### src/rtl/strb_pkg.sv
package strb_pkg;

   localparam int PAT_LEN     = 8;
   localparam int LANE_STRIDE = 4;

   typedef enum logic [1:0] {
      RES_OK   = 2'b00,
      RES_BUSY = 2'b01,
      RES_ERR  = 2'b10
   } train_res_e;

   typedef enum logic [2:0] {
      ST_IDLE,
      ST_PREP,
      ST_REQ,
      ST_WAIT,
      ST_FIN
   } seq_st_e;

   // Reference byte i: 0xFE first, then odd multiples of 0x11.
   function automatic logic [7:0] pattern_byte(input int unsigned idx);
      logic [31:0] v;
      if (idx == 0) v = 32'hFE;
      else          v = 32'd17 * (2 * idx - 32'd1);
      return v[7:0];
   endfunction

endpackage

### src/rtl/strb_byte_check.sv
module strb_byte_check
   import strb_pkg::*;
#(
   parameter int IDX_W = 3
) (
   input  logic [IDX_W-1:0] idx_i,
   input  logic [7:0]       data_i,
   input  logic             masked_i,
   input  logic             dummy_i,
   output logic             ok_o
);

   logic [7:0] ref_lut [PAT_LEN];

   for (genvar g = 0; g < PAT_LEN; g++) begin : g_lut
      assign ref_lut[g] = pattern_byte(g);
   end

   always_comb begin
      ok_o = (data_i == ref_lut[idx_i]) && !masked_i && !dummy_i;
   end

endmodule

### src/rtl/strb_lane_delays.sv
module strb_lane_delays #(
   parameter int LANES  = 4,
   parameter int CODE_W = 5,
   parameter int LANE_W = 2
) (
   input  logic                    clk,
   input  logic                    rst_n,
   input  logic                    wr_en_i,
   input  logic [LANE_W-1:0]       wr_lane_i,
   input  logic [CODE_W-1:0]       wr_code_i,
   output logic [LANES*CODE_W-1:0] codes_o
);

   for (genvar g = 0; g < LANES; g++) begin : g_lane
      logic [CODE_W-1:0] code_q;

      always_ff @(posedge clk or negedge rst_n) begin
         if (!rst_n)                                       code_q <= '0;
         else if (wr_en_i && (wr_lane_i == LANE_W'(g)))    code_q <= wr_code_i;
      end

      assign codes_o[g*CODE_W +: CODE_W] = code_q;
   end

endmodule

### src/rtl/strb_sweep_fsm.sv
module strb_sweep_fsm
   import strb_pkg::*;
#(
   parameter int          LANES  = 4,
   parameter int          CODE_W = 5,
   parameter int          LANE_W = 2,
   parameter int          IDX_W  = 3,
   parameter int          ADDR_W = 12,
   parameter logic [31:0] BASE   = 32'h100
) (
   input  logic              clk,
   input  logic              rst_n,
   input  logic              start_i,
   input  logic [LANE_W-1:0] lane_i,
   output logic              req_valid_o,
   input  logic              req_ready_i,
   output logic [ADDR_W-1:0] req_addr_o,
   input  logic              rsp_valid_i,
   input  logic              byte_ok_i,
   output logic [IDX_W-1:0]  idx_o,
   output logic              fifo_rst_o,
   output logic              err_clr_o,
   output logic              wr_en_o,
   output logic [LANE_W-1:0] wr_lane_o,
   output logic [CODE_W-1:0] wr_code_o,
   output logic [CODE_W-1:0] cur_code_o,
   output logic [LANE_W-1:0] act_lane_o,
   output logic              done_o,
   output logic [1:0]        result_o
);

   localparam logic [CODE_W-1:0] CODE_MAX = {CODE_W{1'b1}};
   localparam logic [IDX_W-1:0]  IDX_LAST = IDX_W'(PAT_LEN - 1);

   seq_st_e           state_q, state_d;
   logic [CODE_W-1:0] cur_q, cur_d, wstart_q, wstart_d, wend_q, wend_d;
   logic [IDX_W-1:0]  idx_q, idx_d;
   logic [LANE_W-1:0] lane_q, lane_d;
   logic              phase_q, phase_d;
   train_res_e        res_q, res_d;
   logic              done_q, done_d;
   logic              cur_we, step_up;
   logic [CODE_W-1:0] span;

   assign span = wend_q - wstart_q;

   always_comb begin
      state_d  = state_q;
      cur_d    = cur_q;
      wstart_d = wstart_q;
      wend_d   = wend_q;
      idx_d    = idx_q;
      lane_d   = lane_q;
      phase_d  = phase_q;
      res_d    = res_q;
      done_d   = 1'b0;
      cur_we   = 1'b0;
      step_up  = 1'b0;
      unique case (state_q)
         ST_IDLE: begin
            if (start_i) begin
               lane_d  = lane_i;
               cur_d   = '0;
               cur_we  = 1'b1;
               idx_d   = '0;
               phase_d = 1'b0;
               res_d   = RES_BUSY;
               state_d = ST_PREP;
            end
         end
         ST_PREP: state_d = ST_REQ;
         ST_REQ: begin
            if (req_ready_i) state_d = ST_WAIT;
         end
         ST_WAIT: begin
            if (rsp_valid_i) begin
               if (byte_ok_i) begin
                  if (idx_q != IDX_LAST) begin
                     idx_d   = idx_q + 1'b1;
                     state_d = ST_PREP;
                  end else if (!phase_q) begin
                     wstart_d = cur_q;
                     phase_d  = 1'b1;
                     idx_d    = '0;
                     state_d  = ST_PREP;
                  end else begin
                     step_up = 1'b1;
                  end
               end else if (!phase_q) begin
                  step_up = 1'b1;
               end else begin
                  wend_d  = cur_q;
                  state_d = ST_FIN;
               end
               if (step_up) begin
                  if (cur_q == CODE_MAX) begin
                     res_d   = RES_ERR;
                     done_d  = 1'b1;
                     state_d = ST_IDLE;
                  end else begin
                     cur_d   = cur_q + 1'b1;
                     cur_we  = 1'b1;
                     idx_d   = '0;
                     state_d = ST_PREP;
                  end
               end
            end
         end
         ST_FIN: begin
            cur_d   = wstart_q + (span >> 1);
            cur_we  = 1'b1;
            res_d   = RES_OK;
            done_d  = 1'b1;
            state_d = ST_IDLE;
         end
         default: state_d = ST_IDLE;
      endcase
   end

   always_ff @(posedge clk or negedge rst_n) begin
      if (!rst_n) begin
         state_q  <= ST_IDLE;
         cur_q    <= '0;
         wstart_q <= '0;
         wend_q   <= '0;
         idx_q    <= '0;
         lane_q   <= '0;
         phase_q  <= 1'b0;
         res_q    <= RES_OK;
         done_q   <= 1'b0;
      end else begin
         state_q  <= state_d;
         cur_q    <= cur_d;
         wstart_q <= wstart_d;
         wend_q   <= wend_d;
         idx_q    <= idx_d;
         lane_q   <= lane_d;
         phase_q  <= phase_d;
         res_q    <= res_d;
         done_q   <= done_d;
      end
   end

   assign req_valid_o = (state_q == ST_REQ);
   assign req_addr_o  = ADDR_W'(BASE) + ADDR_W'(lane_q)
                        + ADDR_W'(idx_q) * ADDR_W'(LANE_STRIDE);
   assign idx_o       = idx_q;
   assign fifo_rst_o  = (state_q == ST_PREP) || (state_q == ST_FIN);
   assign err_clr_o   = (state_q == ST_PREP);
   assign wr_en_o     = cur_we;
   assign wr_lane_o   = (state_q == ST_IDLE) ? lane_i : lane_q;
   assign wr_code_o   = cur_d;
   assign cur_code_o  = cur_q;
   assign act_lane_o  = lane_q;
   assign done_o      = done_q;
   assign result_o    = res_q;

   assert_req_hold_R5: assert property (@(posedge clk) disable iff (!rst_n)
      (req_valid_o && !req_ready_i) |=> (req_valid_o && $stable(req_addr_o)));

   assert_prep_before_req_R4: assert property (@(posedge clk) disable iff (!rst_n)
      $rose(req_valid_o) |-> $past(fifo_rst_o && err_clr_o));

   assert_done_pulse_R11: assert property (@(posedge clk) disable iff (!rst_n)
      done_o |=> !done_o);

   assert_done_not_busy_R2: assert property (@(posedge clk) disable iff (!rst_n)
      done_o |-> (result_o != RES_BUSY));

   assert_center_in_window_R10: assert property (@(posedge clk) disable iff (!rst_n)
      (state_q == ST_FIN) |=> (cur_q >= wstart_q && cur_q <= wend_q));

   assert_no_wrap_R9: assert property (@(posedge clk) disable iff (!rst_n)
      (state_q == ST_WAIT && rsp_valid_i && cur_q == CODE_MAX) |=> (cur_q == CODE_MAX));

endmodule

### src/rtl/strobe_trainer.sv
module strobe_trainer
   import strb_pkg::*;
#(
   parameter int          LANES  = 4,
   parameter int          CODE_W = 5,
   parameter int          ADDR_W = 12,
   parameter logic [31:0] BASE   = 32'h100,
   localparam int         LANE_W = (LANES > 1) ? $clog2(LANES) : 1,
   localparam int         IDX_W  = $clog2(PAT_LEN)
) (
   input  logic                    clk,
   input  logic                    rst_n,
   input  logic                    start_i,
   input  logic [LANE_W-1:0]       lane_i,
   output logic                    rd_req_valid_o,
   input  logic                    rd_req_ready_i,
   output logic [ADDR_W-1:0]       rd_req_addr_o,
   input  logic                    rd_rsp_valid_i,
   input  logic [7:0]              rd_rsp_data_i,
   input  logic                    rd_rsp_masked_i,
   input  logic                    rd_rsp_dummy_i,
   output logic                    fifo_rst_o,
   output logic                    err_clr_o,
   output logic [LANES*CODE_W-1:0] dly_code_o,
   output logic                    done_o,
   output logic [1:0]              result_o
);

   if (LANES < 1 || LANES > LANE_STRIDE) begin : g_bad_lanes
      $error("strobe_trainer: LANES must lie in 1..LANE_STRIDE");
   end
   if (CODE_W < 2) begin : g_bad_code
      $error("strobe_trainer: CODE_W must be at least 2");
   end
   if (ADDR_W < 8) begin : g_bad_addr
      $error("strobe_trainer: ADDR_W too narrow");
   end

   logic [IDX_W-1:0]  idx;
   logic              byte_ok;
   logic              wr_en;
   logic [LANE_W-1:0] wr_lane, act_lane;
   logic [CODE_W-1:0] wr_code, cur_code;

   strb_byte_check #(.IDX_W(IDX_W)) u_check (
      .idx_i    (idx),
      .data_i   (rd_rsp_data_i),
      .masked_i (rd_rsp_masked_i),
      .dummy_i  (rd_rsp_dummy_i),
      .ok_o     (byte_ok)
   );

   strb_sweep_fsm #(
      .LANES(LANES), .CODE_W(CODE_W), .LANE_W(LANE_W),
      .IDX_W(IDX_W), .ADDR_W(ADDR_W), .BASE(BASE)
   ) u_fsm (
      .clk         (clk),
      .rst_n       (rst_n),
      .start_i     (start_i),
      .lane_i      (lane_i),
      .req_valid_o (rd_req_valid_o),
      .req_ready_i (rd_req_ready_i),
      .req_addr_o  (rd_req_addr_o),
      .rsp_valid_i (rd_rsp_valid_i),
      .byte_ok_i   (byte_ok),
      .idx_o       (idx),
      .fifo_rst_o  (fifo_rst_o),
      .err_clr_o   (err_clr_o),
      .wr_en_o     (wr_en),
      .wr_lane_o   (wr_lane),
      .wr_code_o   (wr_code),
      .cur_code_o  (cur_code),
      .act_lane_o  (act_lane),
      .done_o      (done_o),
      .result_o    (result_o)
   );

   strb_lane_delays #(.LANES(LANES), .CODE_W(CODE_W), .LANE_W(LANE_W)) u_regs (
      .clk       (clk),
      .rst_n     (rst_n),
      .wr_en_i   (wr_en),
      .wr_lane_i (wr_lane),
      .wr_code_i (wr_code),
      .codes_o   (dly_code_o)
   );

   assert_code_mirror_R7: assert property (@(posedge clk) disable iff (!rst_n)
      (result_o == RES_BUSY) |-> (dly_code_o[act_lane*CODE_W +: CODE_W] == cur_code));

endmodule

### config.mk
export PLATFORM = sky130hd
export DESIGN_NAME = strobe_trainer
export DESIGN_NICKNAME = d
export VERILOG_FILES = /design/src/rtl/strb_pkg.sv /design/src/rtl/strb_byte_check.sv /design/src/rtl/strb_lane_delays.sv /design/src/rtl/strb_sweep_fsm.sv /design/src/rtl/strobe_trainer.sv
export SDC_FILE = /design/constraint.sdc
export NUM_CORES = 1
export LEC_CHECK = 0
export BUFFER_PORTS_ARGS = -buffer_cell sky130_fd_sc_hd__buf_4
export CAP_MARGIN = 40
export CORE_MARGIN = 3
export CORE_UTILIZATION = 45
export DETAILED_ROUTE_END_ITERATION = 10
export GPL_ROUTABILITY_DRIVEN = 0
export PLACE_DENSITY_LB_ADDON = 0.08
export SYNTH_ARGS = -nofsm -noshare
export SYNTH_HDL_FRONTEND = slang
export SYNTH_SLANG_ARGS = --single-unit
### constraint.sdc
create_clock -name clk -period 2.7 [get_ports clk]
set_input_delay 0 -clock clk [delete_from_list [all_inputs] [get_ports clk]]
set_output_delay 0 -clock clk [all_outputs]
set_load 0.01 [all_outputs]
# Word-level counts from Yosys, hierarchy flattened
# Memory sizes are Yosys's and may differ from the RTL's.
# Index checks and enable logic that the tools add are counted.
[totals]
in_bits = 17
mem_count = 1
rom_bits = 64
output_inout_bits = 38
wordCells = 115
register_bits = 47
[op_classes]
reduce_logical = 20
n_addsub = 6
n_mux = 51
n_eq_ne = 19
bitwise = 4
order_cmp = 1
[mem_list]
columns = ["memory", "words", "word_bits", "read_ports", "rd_ports_with_merged_regs", "wr", "line_no", "text"]
rows = [
  ["(no name shown)", 8, 8, 1, 0, 0, "strb_byte_check.sv:20", "ok_o = (data_i == ref_lut[idx_i]) && !masked_i && !dummy_i;"],
]
[ops]
columns = ["op", "n"]
rows = [
  ["$mux 3", 15],
  ["$mux 5", 4],
  ["$reduce_and 5->1", 4],
  ["$mux 1", 18],
  ["$mux 8", 2],
  ["$pmux 5 s3", 1],
  ["$add 12x5->12", 1],
  ["$pmux 3 s4", 1],
  ["$add 9x2->10 const A", 1],
  ["$mux 2", 5],
  ["$eq 8x8->1", 1],
  ["$ne 2x2->1 const B", 4],
  ["$eq 3x2->1 const B", 2],
  ["$logic_and 1x1->1", 6],
  ["$ne 2x1->1 const B", 3],
  ["$pmux 2 s3", 1],
  ["$pmux 3 s2", 1],
  ["$add 5x1->5 const B", 1],
  ["$add 5x4->5", 1],
  ["$eq 5x5->1 const B", 1],
  ["$ne 5x5->1 const B", 1],
  ["$sub 5x5->5", 1],
  ["$eq 2x2->1 const B", 2],
  ["$ge 4x4->1 const B", 1],
  ["19 further kinds", 23],
]

# Depth between registers and ports, before layout
[logic_depth]
depth_word = 14
depth_mapped = 13

# By module
# From an unflattened synthesis, not the netlist that was laid out.
[hier_totals]
cells_unflattened = 224
area_unflattened_um2 = 2656.3
[modules_own_cells]
columns = ["module", "area_per_inst_um2", "seq_area_each_um2", "instances", "cells_per_inst"]
rows = [
  ["strb_sweep_fsm", 1746.7, 675.6, 1, 160],
  ["strb_lane_delays", 764.5, 500.5, 1, 44],
  ["strb_byte_check", 145.1, 0.0, 1, 20],
]

# Worst setup path before layout
# OpenSTA, ideal clock, no wires.
[synth_path]
kind = "reg-to-reg"
from = "reg u_fsm.idx_q[0], in the netlist u_fsm.idx_o[0]"
to = "reg u_regs.g_lane[2].code_q[0]"
arrival_time_ns = 2.772
setup_time_ns = 0.125
path_buffers = 0
slack_ns = -0.197
path_stages_with_launch = 10
cell_sequence = "dfrtp_1 -> inv_1 -> ha_1 -> or3b_1 -> a221o_1 -> a221oi_4 -> a41o_1 -> a31oi_4 -> nor3b_4 -> mux2_2"
[synth_between]
elab_chain_cells = 14
elab_cells_between_ends = 19
[synth_lines]
columns = ["element", "line_no", "text"]
rows = [
  ["from (decl)", "strb_sweep_fsm.sv:37", "logic [IDX_W-1:0] idx_q, idx_d;"],
  ["from (signal assigned)", "strb_sweep_fsm.sv:136", "idx_q <= idx_d;"],
  ["$not 3->4 (not written as such)", "strb_byte_check.sv:20", ""],
  ["$mem_v2 8x8", "--", ""],
  ["$mux 8 (not written as such) (2 in a row)", "strb_byte_check.sv:20", ""],
  ["$eq 8x8->1", "strb_byte_check.sv:20", ""],
  ["$logic_and 1x1->1 (2 in a row)", "strb_byte_check.sv:20", ""],
  ["$mux 1 (*)", "strb_sweep_fsm.sv:77", "if (byte_ok_i) begin"],
  ["$mux 1 (*)", "strb_sweep_fsm.sv:76", "if (rsp_valid_i) begin"],
  ["$mux 1 (*)", "strb_sweep_fsm.sv:59", "unique case (state_q)"],
  ["$mux 1", "strb_sweep_fsm.sv:95", "if (step_up) begin"],
  ["$mux 1", "strb_sweep_fsm.sv:76", ""],
  ["$pmux 1 s3", "strb_sweep_fsm.sv:59", ""],
  ["$logic_and 1x1->1", "strb_lane_delays.sv:19", "else if (wr_en_i && (wr_lane_i == LANE_W'(g))) code_q <= wr_code_i;"],
  ["to (signal assigned)", "strb_lane_delays.sv:19", ""],
  ["to (decl)", "strb_lane_delays.sv:15", "logic [CODE_W-1:0] code_q;"],
]
# Every way passes the cells marked *; elsewhere a longest branch is shown, timed or not. The select of a mux whose other input is x is not followed.
# A chain may end at the register's enable or synchronous reset.

# Worst setup path in the final report
# Same ends and word-level chain as after synthesis.

==> results.cfg <==
[floorplanning]
die_w_microns = 84.09
core.rowCount = 27
ioPinCount = 55
die_height_microns = 84.09
core_area_sq_um = 5709
start_util = 0.4806
die-area_sq_um = 7070

[flow_run]
maxCapViolations = 0

[setup_path]
cp-end-kind = flip-flop
arrival_ps = 3040
critPathLaunchType = flip-flop
cp_max_fo = 5
crit_type = flip-flop to flip-flop
worstPathRequired_ps = 2900

[synthesis]
ys_seq_area_frac = 0.4286
ys_types = 59
synth-main-ff-cell = dfrtp_1
synth_edf_count = 0
ys_warn_count = 0
ys_ff_latch = 47
syn_inst = 250
syn_area_per_cell_sq_um = 10.98
async_reset_ff_frac = 1.000
syn-cell-area_sq_um = 2744

[detailed_routing]
vias = 2209
wl_per_cell_microns = 15.43
viasPerCell = 5.210
dr.pass1.iters = 4
antenna_left = 0
routed_wl_microns = 6544
drtIter0Drc = 179
drcViolationCount = 0

[cells_and_area]
n_antenna_cell = 0
nNetsFinal = 383
synthToLayoutAreaGrowth_pct = 41.22
final_cell_area_sq_um = 3875
final_layout_size_suffix_gt1_frac = 0.4688

[global_routing]
antenna_found_initial = 0
globalRouteMet2Util = 0.3214
grt_util_all_layers = 0.1925
grt_pass1_wl_microns = 11010
overflow = 0
top_usage_layer = met2
grtUsageMet1 = 0.2561
met3_usage = 0.04640
grt_max_degree = 48
grt_pass1_vias = 2328

[min_path]
worstHoldPathType = primary input to flip-flop

[placed_design]
io_buffers = 47
placed_cell_area_sq_um = 3417
post-dp-hpwl_microns = 4788

[cts]
root_buffer = clkbuf_8
htreeDepth = 2
clk_pin_slew_ps = 90
clk_latency_ps = 300
numCtsBuffers = 5
cts.sinks = 47
clk_path_buf_depth = 2
cts_tree = done

[timing]
min_period_ps = 2843
setup_slack_ps = -143.0
skew_ps = 6.830
drv_slew = 0
setup_tns_ps = -2397
timing.hold.ws_ps = 27.30
rsz0062_at_grt = yes
hold_violations = 0
relSlewSlack = 0.6042
fin_crit_sh = 1.053
max_freq_ghz = 0.3517
tightest_slew_ps = 593.7
setup_viol = 27

[run_status]
violations = negative setup slack
status = finished with violations

[power_and_ir_drop]
power.leakage_nw = 1.902
netSwitchingFraction = 0.3577
cellInternalPower_mw = 1.954
p_per_area_nw_per_um2 = 785.2
pwr-share-seq = 0.353
p_sw_mw = 1.088
ir_worst_vdd_v = 0.0005433
power_frac_clock = 0.174
combPwrFrac = 0.473
[critical path, cell delays in order (launching register included)]
cell and delay, ps:
dfrtp_1 370, inv_2 60, ha_4 250, or3b_1 360, a221o_1 330, a221oi_4 290, a41o_1 270, a31oi_4 90
nor3b_4 240, buf_6 150, mux2_2 320
[final cells by class]
class | count | area (sq um)
Inverter | 20 | 75.07
Clock buffer | 5 | 68.82
Fill cell | 470 | 1834
Sequential cell | 47 | 1176
Tap cell | 72 | 90.09
Multi-Input combinational cell | 178 | 1630
Timing Repair Buffer | 99 | 787.0
Clock inverter | 3 | 47.55
[cell families after synthesis]
logic type	after synthesis	synth area share
buffers and inverters	30	0.05061
other	2	0.002737
XOR/XNOR	7	0.02234
AND/OR/NAND/NOR	68	0.1464
AO/OA/AOI/OAI	50	0.1505
adder cells (fa/ha/maj)	15	0.07387
multiplexers	31	0.1249
flip-flops	47	0.4286
[layer usage]
layer | routed length [microns] | part of all wire
met2 | 3260 | 0.50
met3 | 241 | 0.037
met1 | 3007 | 0.46
met5 | 0 | 0
met4 | 35 | 0.0053
[sequential cells by signal, summed over array words and instances (netlist names)]
signal                flops
u_fsm.state_q             3
u_fsm.result_o            2
u_fsm.done_o              1
u_fsm.phase_q             1
u_fsm.act_lane_o          2
u_fsm.cur_code_o          5
u_fsm.idx_o               3
u_fsm.wstart_q            5
u_fsm.wend_q              5
u_regs.g_lane.code_q     20
[cell usage in the layout, fill, tap and decap left out, types with 3 or more instances in the layout]
| cell type | n |
|---|---|
| nor2b_1 | 3 |
| dlygate4sd3_1 | 5 |
| mux2_4 | 13 |
| dfrtp_1 | 47 |
| or2_2 | 3 |
| o21ai_0 | 6 |
| and3_1 | 4 |
| nand3_1 | 4 |
| nand2_1 | 19 |
| mux2_2 | 12 |
| nand4_1 | 3 |
| mux2i_1 | 5 |
| a21oi_1 | 3 |
| buf_4 | 88 |
| inv_1 | 18 |
| xnor2_1 | 4 |
| clkbuf_8 | 5 |
| buf_6 | 5 |
| nor2_1 | 9 |
| conb_1 | 7 |
| ha_1 | 10 |
| o211ai_1 | 3 |
| a21o_1 | 4 |
[repair_timing]
action	in CTS	in global routing
buffers inserted	7	7
resized for setup	32	12
pin swaps	14	15
gates cloned	0	0
endpoints found under the setup margin	29	41
hold endpoints to repair	51	0
hold buffers	5	0
[worst paths after layout]
kind | startpoint | to | slack (ps) | depth (start not counted)
setup / recovery | u_fsm.idx_o[0] | u_regs.g_lane[2].code_q[0] | -140 | 10
max in group asynchronous | rst_n | u_regs.g_lane[0].code_q[3] | 2060 | 2
setup reg to reg | u_fsm.idx_o[0] | u_regs.g_lane[2].code_q[0] | -140 | 10
hold / removal | start_i | u_fsm.result_o[0] | 30 | 3
hold reg to reg | u_fsm.result_o[1] | u_fsm.result_o[1] | 500 | 2
min in group asynchronous | rst_n | u_fsm.done_o | 240 | 2
[synth_stat cells (4+ instances only)]
cell     count  area [sq um]
ha_1        13         162.7
inv_1       20         75.07
a21oi_1      5         25.02
mux2i_1      5         50.05
buf_4        7         52.55
nand3_1      4         20.02
a22oi_1      4         30.03
dfrtp_1     47          1176
mux2_1       6         67.56
o21ai_0      6         30.03
a21o_1       4         30.03
nand2_1     21         78.83
and3_1       4         25.02
xnor2_1      6         52.55
mux2_2      20         225.2
nor2_1       9         33.78
nor2b_1      4         25.02
[power by group through the flow]
stage	Combinational, mW	Clock [mW]	Sequential (mW)
after detailed placement	1.29	0	1.08
after CTS	1.37	0.549	1.07
final	1.44	0.530	1.07
after global routing	1.56	0.574	1.11
after global placement	1.27	0	1.08
after floorplan	0.656	0	1.13
[metrics by stage]
stage	std cells	setup slack, ps	total power [mW]	utilization
CTS	417	-138.2	2.986	0.6616
global route	424	-271.7	3.244	0.6787
finish	424	-143.0	3.043	0.6787
global placement	397	-221.3	2.355	0.5985
detailed placement	397	-238.1	2.375	0.5985
floorplan	255	-155.6	1.782	-
(Power assumes the default switching activity.)
